File: src/rtl/msgIntrPkg.sv
package msgIntrPkg;
  localparam int unsigned MSG_BYTES = 4;
  localparam int unsigned MSG_W     = 8 * MSG_BYTES;

  typedef enum logic [1:0] {
    TX_IDLE  = 2'd0,
    TX_REQ   = 2'd1,
    TX_DRIVE = 2'd2
  } txState_e;

  // strobes from control to datapath
  typedef struct packed {
    logic [MSG_BYTES-1:0] txByteWe;
    logic                 push;
    logic                 pop;
  } strobe_t;
endpackage

File: src/rtl/msgIntrCtrl.sv
module msgIntrCtrl
  import msgIntrPkg::*;
#(
  parameter int unsigned ADDR_W = 8,
  parameter int unsigned CNT_W  = 3
) (
  input  logic              clk,
  input  logic              rstN,
  input  logic              csN,
  input  logic              rdN,
  input  logic              wrN,
  input  logic [2:0]        addr,
  input  logic [ADDR_W-1:0] agentAddr,
  input  logic [ADDR_W-1:0] rxDest,
  input  logic              rxValid,
  input  logic              txGrant,
  input  logic              txReady,
  input  logic [CNT_W-1:0]  qCount,
  input  logic              qFull,
  output strobe_t           strobe,
  output logic [1:0]        rdIdx,
  output logic              txBusy,
  output logic              sendDropped,
  output logic              waitN,
  output logic              txReq,
  output logic              txDrive,
  output logic              rxReady
);
  txState_e txState;
  logic accPrev, access, accStart, rdStart, wrStart;
  logic sendCmd, popRead, statRead, match;

  assign access   = !csN && (!rdN || !wrN);
  assign accStart = access && !accPrev;
  assign rdStart  = accStart && !rdN;
  assign wrStart  = accStart && !wrN;
  assign sendCmd  = wrStart && (addr == 3'd4);
  assign statRead = rdStart && (addr == 3'd5);
  assign popRead  = rdStart && (addr == 3'd6) && (qCount != '0);
  assign match    = (rxDest == agentAddr);

  assign txBusy  = (txState != TX_IDLE);
  assign txReq   = txBusy;
  assign txDrive = (txState == TX_DRIVE);
  assign waitN   = !(!csN && !wrN && !addr[2] && txBusy);
  assign rxReady = rxValid && match && !qFull;

  always_comb begin
    strobe = '0;
    for (int k = 0; k < MSG_BYTES; k++)
      strobe.txByteWe[k] = !csN && !wrN && (addr == 3'(k)) && !txBusy;
    strobe.push = rxReady;
    strobe.pop  = popRead && (rdIdx == 2'd3);
  end

  always_ff @(posedge clk or negedge rstN) begin
    if (!rstN) begin
      accPrev     <= 1'b0;
      txState     <= TX_IDLE;
      rdIdx       <= '0;
      sendDropped <= 1'b0;
    end else begin
      accPrev <= access;
      if (popRead) rdIdx <= rdIdx + 2'd1;
      if (sendCmd && txBusy) sendDropped <= 1'b1;
      else if (statRead)     sendDropped <= 1'b0;
      unique case (txState)
        TX_IDLE:  if (sendCmd) txState <= TX_REQ;
        TX_REQ:   if (txGrant) txState <= TX_DRIVE;
        TX_DRIVE: if (txReady) txState <= TX_IDLE;
        default:  txState <= TX_IDLE;
      endcase
    end
  end

  p_drive_after_grant_r2: assert property (@(posedge clk) disable iff (!rstN)
    $rose(txDrive) |-> $past(txGrant));
  p_req_held_r2: assert property (@(posedge clk) disable iff (!rstN)
    (txReq && !txDrive) |=> txReq);
  p_refuse_when_full_r7: assert property (@(posedge clk) disable iff (!rstN)
    qFull |-> !rxReady);
  p_ignore_foreign_r6: assert property (@(posedge clk) disable iff (!rstN)
    (rxValid && (rxDest != agentAddr)) |-> !rxReady);
endmodule

File: src/rtl/msgIntrData.sv
module msgIntrData
  import msgIntrPkg::*;
#(
  parameter int unsigned DEPTH = 4,
  parameter int unsigned CNT_W = 3
) (
  input  logic             clk,
  input  logic             rstN,
  input  strobe_t          strobe,
  input  logic [2:0]       addr,
  input  logic [7:0]       dataIn,
  input  logic [MSG_W-1:0] rxData,
  input  logic [1:0]       rdIdx,
  input  logic             txBusy,
  input  logic             sendDropped,
  output logic [7:0]       dataOut,
  output logic [MSG_W-1:0] txData,
  output logic [CNT_W-1:0] qCount,
  output logic             qFull,
  output logic             msgIntr
);
  localparam int unsigned PTR_W = (DEPTH > 1) ? $clog2(DEPTH) : 1;

  logic [7:0]       txByte [MSG_BYTES];
  logic [MSG_W-1:0] queue  [DEPTH];
  logic [PTR_W-1:0] wrPtr, rdPtr;
  logic [MSG_W-1:0] headMsg;
  logic [7:0]       status;

  for (genvar k = 0; k < MSG_BYTES; k++) begin : g_txByte
    always_ff @(posedge clk or negedge rstN) begin
      if (!rstN)                  txByte[k] <= '0;
      else if (strobe.txByteWe[k]) txByte[k] <= dataIn;
    end
    assign txData[8*k +: 8] = txByte[k];
  end

  always_ff @(posedge clk) begin
    if (strobe.push) queue[wrPtr] <= rxData;
  end

  always_ff @(posedge clk or negedge rstN) begin
    if (!rstN) begin
      wrPtr  <= '0;
      rdPtr  <= '0;
      qCount <= '0;
    end else begin
      if (strobe.push) wrPtr <= (wrPtr == PTR_W'(DEPTH-1)) ? '0 : wrPtr + 1'b1;
      if (strobe.pop)  rdPtr <= (rdPtr == PTR_W'(DEPTH-1)) ? '0 : rdPtr + 1'b1;
      qCount <= qCount + CNT_W'(strobe.push) - CNT_W'(strobe.pop);
    end
  end

  assign qFull   = (qCount == CNT_W'(DEPTH));
  assign msgIntr = (qCount != '0);
  assign headMsg = queue[rdPtr];
  assign status  = {2'b00, qFull, 3'(qCount), sendDropped, txBusy};

  always_comb begin
    dataOut = '0;
    case (addr)
      3'd0, 3'd1, 3'd2, 3'd3: dataOut = txByte[addr[1:0]];
      3'd5:                   dataOut = status;
      3'd6:                   if (msgIntr) dataOut = headMsg[8*rdIdx +: 8];
      default:                dataOut = '0;
    endcase
  end

  p_no_overflow_r7: assert property (@(posedge clk) disable iff (!rstN)
    strobe.push |-> !qFull);
  p_no_underflow_r8: assert property (@(posedge clk) disable iff (!rstN)
    strobe.pop |-> (qCount != '0));
  p_intr_after_push_r9: assert property (@(posedge clk) disable iff (!rstN)
    strobe.push |=> msgIntr);
  p_tx_frozen_r4: assert property (@(posedge clk) disable iff (!rstN)
    (txBusy && $past(txBusy)) |-> $stable(txData));
endmodule

File: src/rtl/msgIntrCtl.sv
module msgIntrCtl
  import msgIntrPkg::*;
#(
  parameter int unsigned DEPTH  = 4,
  parameter int unsigned ADDR_W = 8
) (
  input  logic              clk,
  input  logic              rstN,
  input  logic              csN,
  input  logic              rdN,
  input  logic              wrN,
  input  logic [2:0]        addr,
  input  logic [7:0]        dataIn,
  output logic [7:0]        dataOut,
  output logic              waitN,
  output logic              msgIntr,
  input  logic [ADDR_W-1:0] agentAddr,
  output logic              txReq,
  input  logic              txGrant,
  output logic              txDrive,
  output logic [31:0]       txData,
  input  logic              txReady,
  input  logic              rxValid,
  input  logic [31:0]       rxData,
  output logic              rxReady
);
  localparam int unsigned CNT_W = $clog2(DEPTH + 1);

  strobe_t          strobe;
  logic [1:0]       rdIdx;
  logic             txBusy, sendDropped, qFull;
  logic [CNT_W-1:0] qCount;

  msgIntrCtrl #(.ADDR_W(ADDR_W), .CNT_W(CNT_W)) u_ctrl (
    .clk, .rstN, .csN, .rdN, .wrN, .addr, .agentAddr,
    .rxDest(rxData[8 +: ADDR_W]), .rxValid, .txGrant, .txReady,
    .qCount, .qFull, .strobe, .rdIdx, .txBusy, .sendDropped,
    .waitN, .txReq, .txDrive, .rxReady
  );

  msgIntrData #(.DEPTH(DEPTH), .CNT_W(CNT_W)) u_data (
    .clk, .rstN, .strobe, .addr, .dataIn, .rxData, .rdIdx, .txBusy,
    .sendDropped, .dataOut, .txData, .qCount, .qFull, .msgIntr
  );
endmodule

File: config.mk
export PLATFORM = sky130hd
export DESIGN_NAME = msgIntrCtl
export DESIGN_NICKNAME = d
export VERILOG_FILES = /design/src/rtl/msgIntrPkg.sv /design/src/rtl/msgIntrCtrl.sv /design/src/rtl/msgIntrData.sv /design/src/rtl/msgIntrCtl.sv
export SDC_FILE = /design/constraint.sdc
export NUM_CORES = 1
export LEC_CHECK = 0
export ABC_AREA = 1
export BUFFER_PORTS_ARGS = -buffer_cell sky130_fd_sc_hd__buf_2
export CAP_MARGIN = 20
export CORE_MARGIN = 2
export CORE_UTILIZATION = 45
export CTS_CLUSTER_DIAMETER = 120
export CTS_CLUSTER_SIZE = 8
export DETAILED_ROUTE_END_ITERATION = 8
export PLACE_DENSITY = 0.7
export SYNTH_ARGS = -nofsm -noshare
export SYNTH_HDL_FRONTEND = slang
export SYNTH_SLANG_ARGS = --single-unit
File: constraint.sdc
create_clock -name clk -period 2.8 [get_ports clk]
set_input_delay 0.42 -clock clk [delete_from_list [all_inputs] [get_ports clk]]
set_output_delay 0.42 -clock clk [all_outputs]
set_load 0.02 [all_outputs]
==> results of run 1 <==
[metrics by stage]
| stage | setup TNS (ns) | hold slack, ns | setup slack [ns] | std cells | power [mW] |
|---|---|---|---|---|---|
| floorplan | -44.81 | 0.124 | -0.350 | 753 | 4.77 |
| global placement | 0 | 0.459 | 0.476 | 1062 | 5.58 |
| detailed placement | 0 | 0.454 | 0.447 | 1062 | 5.62 |
| CTS | 0 | 0.00180 | 0.0462 | 1094 | 7.80 |
| global route | 0 | 0.0284 | 0.0236 | 1095 | 8.21 |
| finish | 0 | -0.00812 | 0.182 | 1095 | 7.75 |
[flip-flops by register name, indices dropped and copies added, names as in the netlist]
signal,count
u_data.queue,128
u_data.txData,32
u_data.qCount,3
u_ctrl.rdIdx,2
u_ctrl.txState,2
u_data.rdPtr,2
u_data.wrPtr,2
u_ctrl.accPrev,1
u_ctrl.sendDropped,1
[synthesized netlist by cell type (6+ instances only)]
cell type | n | area share
nand4_1 | 6 | 0.0049
inv_1 | 63 | 0.031
buf_2 | 18 | 0.012
o21ai_0 | 33 | 0.022
a21oi_1 | 8 | 0.0052
ha_1 | 8 | 0.013
nor2_1 | 25 | 0.012
nand2_1 | 269 | 0.13
dfrtp_1 | 45 | 0.15
edfxtp_1 | 128 | 0.50
nand3_1 | 99 | 0.065
[power breakdown]
part | leakage [nW] | switching, mW | internal [mW]
clock | 0.252 | 0.964 | 1.22
sequential | 1.71 | 0.168 | 2.93
combinational | 1.98 | 1.69 | 0.790
[worst max-delay path: cells and delay by family, from the launching register on]
family | cells | cell delay, ns
simple gates | 8 | 0.69
buf+inv | 3 | 0.64
flops | 1 | 0.41
[final timing paths]
kind,startpoint,to,cells after the start
max,u_data.rdPtr[0],dataOut[2],11
min,rstN,u_ctrl.txState[1],1
max reg2reg,u_data.qCount[0],u_data.qCount[2],11
min reg2reg,u_data.txData[4],u_data.txData[4],2
max in group asynchronous,rstN,u_data.txData[8],2
min in group clk,txReady,u_ctrl.txState[1],2
[final cells by class]
class	instances	area, sq um	share of cell area
antenna	1	2.50	0.000277
clock buffer	18	429	0.0476
clock inverter	14	116	0.0129
sequential	173	4970	0.551
inverter	67	251	0.0279
tap	220	275	0.0305
multi-input combinational	483	2280	0.252
timing repair buffer	119	702	0.0778
[metal layers]
layer  share of wire  track usage
met2            0.49        0.328
met1            0.43        0.269
met5               0            0
met3           0.050       0.0348
met4           0.025       0.0930
[logic make-up after synthesis]
group,share of synthesized area
simple gates,0.237
flops,0.651
buf+inv,0.0555
compound gates,0.0373
fa+ha+maj,0.0157
xor+xnor,0.00344
[what timing repair did]
| item | CTS | global route |
|---|---|---|
| setup endpoints to repair | 0 | 8 |
| buffers inserted | 0 | 0 |
| gates resized for setup | 0 | 1 |
| hold buffers | 0 | 0 |
==> impl_results.md, run 1 <==
- Detail-routed via count per cell: between 5 and 6
- TritonRoute pass-1 iters: 5
- DR WL/cell: around 16 um
- Critical Path RT: about 2.4 ns
- Final slew viol count: 0
- GP Congestion: between 0.8 and 0.9
- Critical path data arrival time: 2.20 ns
- Crit-path max FO: 42
- Root Buffer: clkbuf_16
- CTS Sinks: 173
- Boundary pin count: 104
- Violated checks: negative hold slack
- Antenna Violating Nets Remaining: 0
- Fin crit period: 2.62 ns
- Starting density of the core: 0.461
- Critical Path Source Type: register
- Synth cell types: 33
- EDFF count, synth: about 130
- Vias in the first global route: between 5000 and 6000
- Slowest stage cell on the critical path: dfrtp_2
- Ys flop type: edfxtp_1
- Final setup viols: 0
- Placed cell area: 8470 sq um
- Filler cell count: roughly 1500
- Gr usage total: 0.203
- Design area: ~9000 sq um
- Fin. Hold Viols: 17
- Status: finished with violations
- DIE HEIGHT: roughly 130 um
- Drt total wl: between 15 and 20 mm
- Relative slew slack: 0.610
- HPWL after detailed placement: ~11 mm
- Die ar.: ~18000 sq um
- Syn nets: 821
- DRC Markers: 0
- Skew-Pair Late Insertion Delay: between 0.4 and 0.5 ns
- Number of antenna violations at the first check in global routing: 1
- Clock Skew: between 0.009 and 0.01 ns
- Total grt overflow: 0
- Yosys warning total: 0
- Cell Rows: 47
- Worst path cell trace: inv_2 -> buf_12 -> nand2_1 -> nand3_1 -> nand3_1 -> nand2_1 -> nand2_1 -> nand2_1 -> nand2_1 -> nand2_1 -> buf_2
- Total core area: approximately 17000 sq um
- Num CTS Buffers: 17
- CTS tree: built
- Static Leak: between 3 and 4 nW
- # port buffers: approximately 100
- Sequential area share after synthesis: 0.651
- Max cap viols: 0
- Mapped Avg Cell Area: 10.1 sq um
- CP most frequent cell: nand2_1
- Max Freq: ~0.38 GHz
- Die width: approximately 130 um
- H-Tree Depth: 4
- DR vias: approximately 5500
- Setup crit end kind: primary output
- Commonest non-fill, non-tap cell in the layout: nand2_1
- Post-Synthesis Cells: around 750
- Worst path max stage delay: 0.41 ns
- Setup CP Type: register to primary output
- Drt first-iter violations: ~450
- Pin count of the biggest net entering global routing: 67
- Post-layout util: 0.544
- RSZ-0062 raised after global routing: no
- Flop-to-flop setup slack: 0.61 ns
- Period utilisation layout: 0.935
- Worst VDD drop: roughly 0.53 mV
- Reg clk slew, reported paths: about 0.060 ns
- First-pass GRT wire length: approximately 28 mm
- Most frequent cells in the layout: 269 x nand2_1, 128 x edfxtp_1, 103 x buf_2
- Worst-case clock buffer depth: 2
- Slew @ Worst Pin: between 0.5 and 0.6 ns
- Yosys reg bits: 173
- Area grow syn2layout: 18.1%
- Share of cells above drive strength 1: 0.193
- Post-layout nets: ~930
- Post-synth ARST share: 0.260
- WHS: -0.00812 ns
- Worst hold-check path type: primary input to asynchronous set/reset pin
- Synthesized area: 7640 sq um
- Power per standard cell area: 859 nW/um^2
(Power assumes the default switching activity.)
==> run 2, diff against run 1 <==
- ABC_AREA: 1 -> unset
- PLACE_DENSITY: 0.7 -> 0.71
==> run 2 against run 1 <==
  * The flow now finishes without violations
  * Register-to-register slack worse by 0.20 ns
  * Die area down 5.6%
  * Worst hold slack better by 0.19 ns
  * Via count down 30%
  * Critical path type unchanged
==> impl_results.md, run 2 <==
- Num CTS Buffers: 17 (unchanged)
- Fin crit period: 2.70 ns (was 2.62 ns)
- Synthesized area: 7200 sq um (was 7640 sq um)
- Drt total wl: 15.2 mm (was 17.6 mm)
- Flop-to-flop setup slack: 0.41 ns (was 0.61 ns)
- Starting density of the core: 0.457 (was 0.461)
- Largest family of logic cells by synthesized area: multiplexers (was simple AND/OR/NAND/NOR gates)
- Drt first-iter violations: 203 (was 446)
- Worst-case clock buffer depth: 2 (unchanged)
- Detail-routed via count per cell: 5.32 (was 5.07)
- Compound-Gate Fraction of Synth Area: 0.0243 (was 0.0373)
- Mux cell area share after synthesis: 0.199 (was 0)
- Placed cell area: 8070 sq um (was 8470 sq um)
- Root Buffer: clkbuf_16 (unchanged)
- Post-layout nets: 569 (was 929)
- Status: finished clean (was finished with violations)
- Crit Reg-Reg Startpoint: u_data.qCount[1] (was u_data.qCount[0])
- WHS: 0.181 ns (was -0.00812 ns)
- Commonest non-fill, non-tap cell in the layout: edfxtp_1 (was nand2_1)
- Critical Path RT: 2.38 ns (about the same)
- Top reg by flops: u_data.queue (unchanged)
- Total core area: 15800 sq um (was 16600 sq um)
- Area share of and/or/nand/nor cells after synthesis: 0.0396 (was 0.237)
- Worst hold-check path type: primary input to register (was primary input to asynchronous set/reset pin)
- Setup crit end kind: primary output (unchanged)
- Max Freq: 0.370 GHz (was 0.382 GHz)
- Area grow syn2layout: 21.4% (was 18.1%)
- Fin. Hold Viols: 0 (was 17)
- RSZ-0062 raised after global routing: no (unchanged)
- Static Leak: 3.25 nW (was 3.94 nW)
- Share of cells above drive strength 1: 0.459 (was 0.193)
- Gr usage total: 0.186 (was 0.203)
- Mapped Avg Cell Area: 19.2 sq um (was 10.1 sq um)
- H-Tree Depth: 4 (unchanged)
- Design area: 8740 sq um (was 9020 sq um)
- Most numerous cell in the Yosys netlist: edfxtp_1 (was nand2_1)
- CTS tree: built (unchanged)
- Critical path data arrival time: 2.28 ns (was 2.20 ns)
- Crit-path max FO: 28 (was 42)
- HPWL after detailed placement: 10.1 mm (was 11.3 mm)
- Worst VDD drop: 0.474 mV (was 0.528 mV)
- Reg clk slew, reported paths: 0.06 ns (about the same)
- DR vias: 3886 (was 5547)
- Total grt overflow: 0 (unchanged)
- Post-synth ARST share: 0.260 (unchanged)
- Boundary pin count: 104 (unchanged)
- Yosys top cell by area: edfxtp_1 (unchanged)
- Period utilisation layout: 0.965 (was 0.935)
- FF+latch area: 4970 sq um (about the same)
- Most frequent cells in the layout: 128 x edfxtp_1, 103 x buf_2, 43 x dfrtp_1 (was 269 x nand2_1, 128 x edfxtp_1, 103 x buf_2)
- TritonRoute pass-1 iters: 4 (was 5)
- Filler cell count: 1277 (was 1487)
- Cell count of the worst hold path: 2
- Final slew viol count: 0 (unchanged)
- DIE HEIGHT: 131 um (was 134 um)
- Power per standard cell area: 748 nW/um^2 (was 859 nW/um^2)
- Capture point of the worst reg-to-reg path: u_data.qCount[2] (unchanged)
- Final setup TNS: 0 ns (unchanged)
- Setup CP Type: register to primary output (unchanged)
- Slew @ Worst Pin: 0.516 ns (was 0.585 ns)
- Yosys warning total: 0 (unchanged)
- First-pass GRT wire length: 22.8 mm (was 27.7 mm)
- Ys flop type: edfxtp_1 (unchanged)
- Synth cell types: 41 (was 33)
- Max FFs per register: 128 (unchanged)
- Max cap viols: 0 (unchanged)
- Vias in the first global route: 4103 (was 5355)
- CTS Sinks: 173 (unchanged)
- Adder-cell share of the synthesized area: 0.0167 (was 0.0157)
- Synth top area share: 0.534 (was 0.503)
- EDFF count, synth: 128 (unchanged)
- Worst r2r path cells: 8 (was 11)
- Antenna Violating Nets Remaining: 0 (unchanged)
- Die ar.: 17000 sq um (was 18000 sq um)
- Post-Synthesis Cells: 375 (was 753)
- DR WL/cell: 20.8 um (was 16.0 um)
- Pin count of the biggest net entering global routing: 46 (was 67)
- Critical Path Source Type: register (unchanged)
- Clock Skew: 0.00952 ns (was 0.00908 ns)
- Relative slew slack: 0.655 (was 0.610)
- DRC Markers: 0 (unchanged)
- Most frequent cells after synthesis: 128 x edfxtp_1, 45 x dfrtp_1, 38 x mux2_2, 38 x mux4_2 (was 269 x nand2_1, 128 x edfxtp_1, 99 x nand3_1, 63 x inv_1, 45 x dfrtp_1)
- # port buffers: 103 (unchanged)
- Top cells by area, synth: edfxtp_1 53%, dfrtp_1 16%, mux4_2 12%, mux2_2 5.9%, ha_1 1.4% (was edfxtp_1 50%, dfrtp_1 15%, nand2_1 13%, nand3_1 6.5%, inv_1 3.1%)
- Die width: 131 um (was 134 um)
- Final setup viols: 0 (unchanged)
- Yosys reg bits: 173 (unchanged)
- Xor-xnor portion of the synthesized cell area: 0.0134 (was 0.00344)
- Number of antenna violations at the first check in global routing: 2 (was 1)
- Hold EP: u_ctrl.txState[1]
- Syn nets: 443 (was 821)
- Skew-Pair Late Insertion Delay: 0.43 ns (about the same)
- GP Congestion: 0.747 (was 0.882)
- Sequential area share after synthesis: 0.690 (was 0.651)
- Post-layout util: 0.554 (was 0.544)
- Cell Rows: 46 (was 47)
- Hold Startpoint: txReady
- Multi-input logic area: 2110 sq um (was 2280 sq um)
==> run 2: changes by cell type after synthesis, sizes merged, moves of 21 or more <==
cell   previous run  this run
nor2             31        10
nand2           270         8
inv              64        10
mux4              0        41
nand3           103         2
o21ai            40         6
mux2              0        38
==> run 2: where the power goes <==
part	leakage, nW	total [mW]	switching [mW]	internal, mW
clock network	0.294	2.41	0.933	1.48
registers	1.71	3.06	0.149	2.91
logic	1.24	1.07	0.576	0.489
total	3.25	6.54	1.66	4.88
==> run 2: cell families (layout without fill, tap and decap cells) <==
| family | Yosys count | after routing |
|---|---|---|
| AO/OA/AOI/OAI | 25 | 25 |
| XOR/XNOR | 11 | 11 |
| adder cells (fa/ha/maj) | 9 | 9 |
| buffers and inverters | 25 | 164 |
| flip-flops | 173 | 173 |
| multiplexers | 86 | 86 |
| other | 0 | 1 |
| AND/OR/NAND/NOR | 46 | 46 |
==> run 2: worst max-delay path by stage <==
stage	from	to	slack, ns	cells past startpoint
after floorplan	agentAddr[3]	u_data.queue[3][0]	0.30	4
after detailed placement	rxData[12]	u_data.queue[1][19]	0.30	6
after global placement	rxData[12]	u_data.qCount[2]	0.32	9
after global routing	u_data.rdPtr[0]	dataOut[2]	0.003	5
after CTS	u_data.rdPtr[1]	dataOut[1]	0.03	5
final	u_data.rdPtr[0]	dataOut[2]	0.1	5
==> run 2: critical path, cell delays in order (launching register included) <==
cell and delay (ns):
dfrtp_1 0.37, buf_12 0.24, mux4_2 0.54, a22oi_1 0.26, o221ai_1 0.22, buf_2 0.21
==> run 2: area by class of cell <==
class / count / area share
clock buffer: 18 / 0.0491
sequential: 173 / 0.569
timing repair buffer: 122 / 0.0847
antenna: 1 / 0.000286
multi-input combinational: 177 / 0.242
inverter: 10 / 0.00429
tap: 216 / 0.0309
clock inverter: 14 / 0.0200
==> run 2: timing repair <==
item	in CTS	in global routing
endpoints found under the setup margin	3	3
hold buffers	0	1
pin swaps	0	0
buffers inserted	0	1
resized for setup	1	2
hold endpoints to repair	0	15
cloned	0	1
==> run 2: metrics by stage <==
step / setup slack, ns / total power, mW / std cells
after detailed placement: 0.296 / 4.17 / 694
final: 0.0981 / 6.54 / 731
after CTS: 0.0317 / 6.57 / 726
after global placement: 0.322 / 4.14 / 694
after floorplan: 0.297 / 3.75 / 375
after global routing: 0.00322 / 6.78 / 731
==> run 2: layer usage <==
metal | global-route usage | share of wire | up-vias
met4 | 0.0720 | 0.016 | 2
met1 | 0.235 | 0.44 | 1988
met5 | 0 | 0.00046 | -
met2 | 0.310 | 0.49 | 122
li1 | - | - | 1755
met3 | 0.0489 | 0.057 | 19
==> run 3, diff against run 2 <==
- CTS_BUF_LIST: unset -> sky130_fd_sc_hd__clkbuf_4 sky130_fd_sc_hd__clkbuf_8
==> run 3 against run 2 <==
  * Die area unchanged
  * Cell area down 1.2%
  * Power down 8.5%
  * Highest routed layer unchanged
==> impl_results.md, run 3 (synthesis gave the netlist of run 2 again) <==
- Final cell count without fillers: 734 (was 731)
- DIE HEIGHT: 131 um (unchanged)
- Design area: 8640 sq um (was 8740 sq um)
- Worst path cell trace: buf_4 -> bufbuf_16 -> mux4_2 -> mux2i_1 -> o211ai_1 -> buf_2 (was buf_12 -> mux4_2 -> a22oi_1 -> o221ai_1 -> buf_2)
- Switch share: 0.268 (was 0.254)
- RSZ-0062 raised after global routing: no (unchanged)
- Area grow syn2layout: 19.9% (was 21.4%)
- Setup CP Type: register to primary output (unchanged)
- Static Leak: 3.20 nW (was 3.25 nW)
- Critical Path RT: 2.38 ns (about the same)
- Crit-path max FO: 15 (was 28)
- Clock Skew: 0.00949 ns (was 0.00952 ns)
- Gr usage total: 0.191 (was 0.186)
- Num CTS Buffers: 17 (unchanged)
- Net Switching: 1.60 mW (was 1.66 mW)
- Final setup TNS: 0 ns (unchanged)
- Worst path max stage delay: 0.48 ns (was 0.54 ns)
- Final setup viols: 0 (unchanged)
- Antenna Violating Nets Remaining: 0 (unchanged)
- Total grt overflow: 0 (unchanged)
- Reg clk slew, reported paths: 0.09 ns (was 0.06 ns)
- Critical Path Source Type: register (unchanged)
- Commonest non-fill, non-tap cell in the layout: edfxtp_1 (unchanged)
- Met2 GRT Util: 0.316 (was 0.310)
- Detail-routed via count per cell: 5.31 (was 5.32)
- Max FFs per register: 128 (unchanged)
- Drt first-iter violations: 187 (was 203)
- Fin crit period: 2.69 ns (was 2.70 ns)
- Status: finished clean (unchanged)
- Cell Int Power: 4.38 mW (was 4.88 mW)
- Number of antenna violations at the first check in global routing: 2 (unchanged)
- GP Congestion: 0.747 (unchanged)
- Placed insts: 694 (unchanged)
- Placed cell area: 8070 sq um (unchanged)
- TritonRoute pass-1 iters: 4 (unchanged)
- Worst-case clock buffer depth: 2 (unchanged)
- H-Tree Depth: 4 (unchanged)
- Routing usage on met1: 0.243 (was 0.235)
- Final slew viol count: 0 (unchanged)
- Total core area: 15800 sq um (unchanged)
- Most frequent cells in the layout: 128 x edfxtp_1, 103 x buf_2, 42 x dfrtp_1 (was 128 x edfxtp_1, 103 x buf_2, 43 x dfrtp_1)
- Vias in the first global route: 4092 (was 4103)
- Critical path data arrival time: 2.27 ns (was 2.28 ns)
- # port buffers: 103 (unchanged)
- Slew @ Worst Pin: 0.518 ns (was 0.516 ns)
- Max cap viols: 0 (unchanged)
- First-pass GRT wire length: 23.1 mm (was 22.8 mm)
- HPWL after detailed placement: 10.1 mm (unchanged)
- Relative slew slack: 0.654 (was 0.655)
- Post-layout nets: 572 (was 569)
- Period utilisation layout: 0.959 (was 0.965)
- Post-layout util: 0.548 (was 0.554)
- Die ar.: 17000 sq um (unchanged)
- Pin count of the biggest net entering global routing: 46 (unchanged)
- Worst hold-check path type: primary input to register (unchanged)
- Combinational power share: 0.182 (was 0.163)
- Root Buffer: clkbuf_8 (was clkbuf_16)
- Skew-Pair Late Insertion Delay: 0.46 ns (was 0.43 ns)
- Setup crit end kind: primary output (unchanged)
- Share of cells above drive strength 1: 0.476 (was 0.459)
- Met3 Resource Use GR: 0.0501 (was 0.0489)
- Starting density of the core: 0.457 (unchanged)
- Boundary pin count: 104 (unchanged)
- Fin. Hold Viols: 0 (unchanged)
- Drt total wl: 15.5 mm (was 15.2 mm)
- Busiest metal layer after global routing: met2 (unchanged)
- Cell Rows: 46 (unchanged)
- DR vias: 3898 (was 3886)
- Clock share of power: 0.307 (was 0.369)
- Top reg by flops: u_data.queue (unchanged)
- Worst VDD drop: 0.300 mV (was 0.474 mV)
- Power per standard cell area: 693 nW/um^2 (was 748 nW/um^2)
- Slowest stage cell on the critical path: dfrtp_2 (was mux4_2)
- DRC Markers: 0 (unchanged)
- CTS Sinks: 173 (unchanged)
- DR WL/cell: 21.1 um (was 20.8 um)
- Die width: 131 um (unchanged)
- Max Freq: 0.372 GHz (was 0.370 GHz)
- CTS tree: built (unchanged)
- Sequential Power Share: 0.511 (was 0.468)
run 3: cell count changes in the layout (fill, tap and decap cells not counted), moves of 2 or more:
cell,previous run,this run
clkbuf_8,0,17
clkbuf_16,18,0
mux2i_1,6,4
mux2i_2,1,3
bufbuf_16,0,2
run 3: area by class of cell:
cell class	instances	area (sq um)
diodes	1	2.50
clock inverters	14	175
fillers	1279	7130
multi-input cells	177	2130
clock buffers	18	241
well taps	216	270
repair buffers	125	808
flip-flops and latches	173	4970
inverters	10	37.5
run 3: final timing paths:
kind / cells past startpoint / slack, ns / endpoint / start
min in group asynchronous: 2 / 0.42 / u_data.txData[13] / rstN
max in group asynchronous: 3 / 1.88 / u_data.txData[7] / rstN
max: 6 / 0.11 / dataOut[7] / u_data.rdPtr[1]
max reg2reg: 11 / 0.49 / u_data.qCount[2] / u_data.qCount[1]
min reg2reg: 1 / 0.48 / u_ctrl.txState[0] / u_ctrl.txState[1]
min: 2 / 0.14 / u_ctrl.txState[1] / txReady
run 3: per-layer routing:
| layer | wire length, um | share of wire |
|---|---|---|
| met5 | 7 | 0.00045 |
| met4 | 247 | 0.016 |
| met2 | 7620 | 0.49 |
| met1 | 6470 | 0.42 |
| met3 | 1150 | 0.074 |
run 3: worst max-delay path: cells and delay by family (launching register included):
| kind | cells | cell delay [ns] |
|---|---|---|
| buffers and inverters | 3 | 0.64 |
| DFF | 1 | 0.48 |
| muxes | 2 | 0.54 |
| AOI/OAI and AO/OA | 1 | 0.13 |
run 3: power groups by stage:
stage	registers [mW]	logic (mW)	clock network, mW
2_1_floorplan	3.21	0.539	0
3_3_place_gp	3.10	1.04	0
3_5_place_dp	3.11	1.06	0
4_1_cts	3.05	1.08	1.87
5_1_grt	3.08	1.17	1.97
6_report	3.06	1.09	1.83
run 3: per-stage QoR:
step	power (mW)	worst slack [ns]	hold WS [ns]
2_1_floorplan	3.75	0.297	0.124
3_3_place_gp	4.14	0.322	0.453
3_5_place_dp	4.17	0.296	0.470
4_1_cts	6.01	0.00489	0.108
5_1_grt	6.22	0.00834	0.147
6_report	5.98	0.115	0.136
run 3: timing repair:
action                                  4_1_cts  5_1_grt
pin swaps                                     0        0
gates cloned                                  2        0
buffers inserted                              0        3
hold buffers                                  0        1
endpoints found under the hold margin         0       15
resized for setup                             2        7
endpoints found under the setup margin        4        7
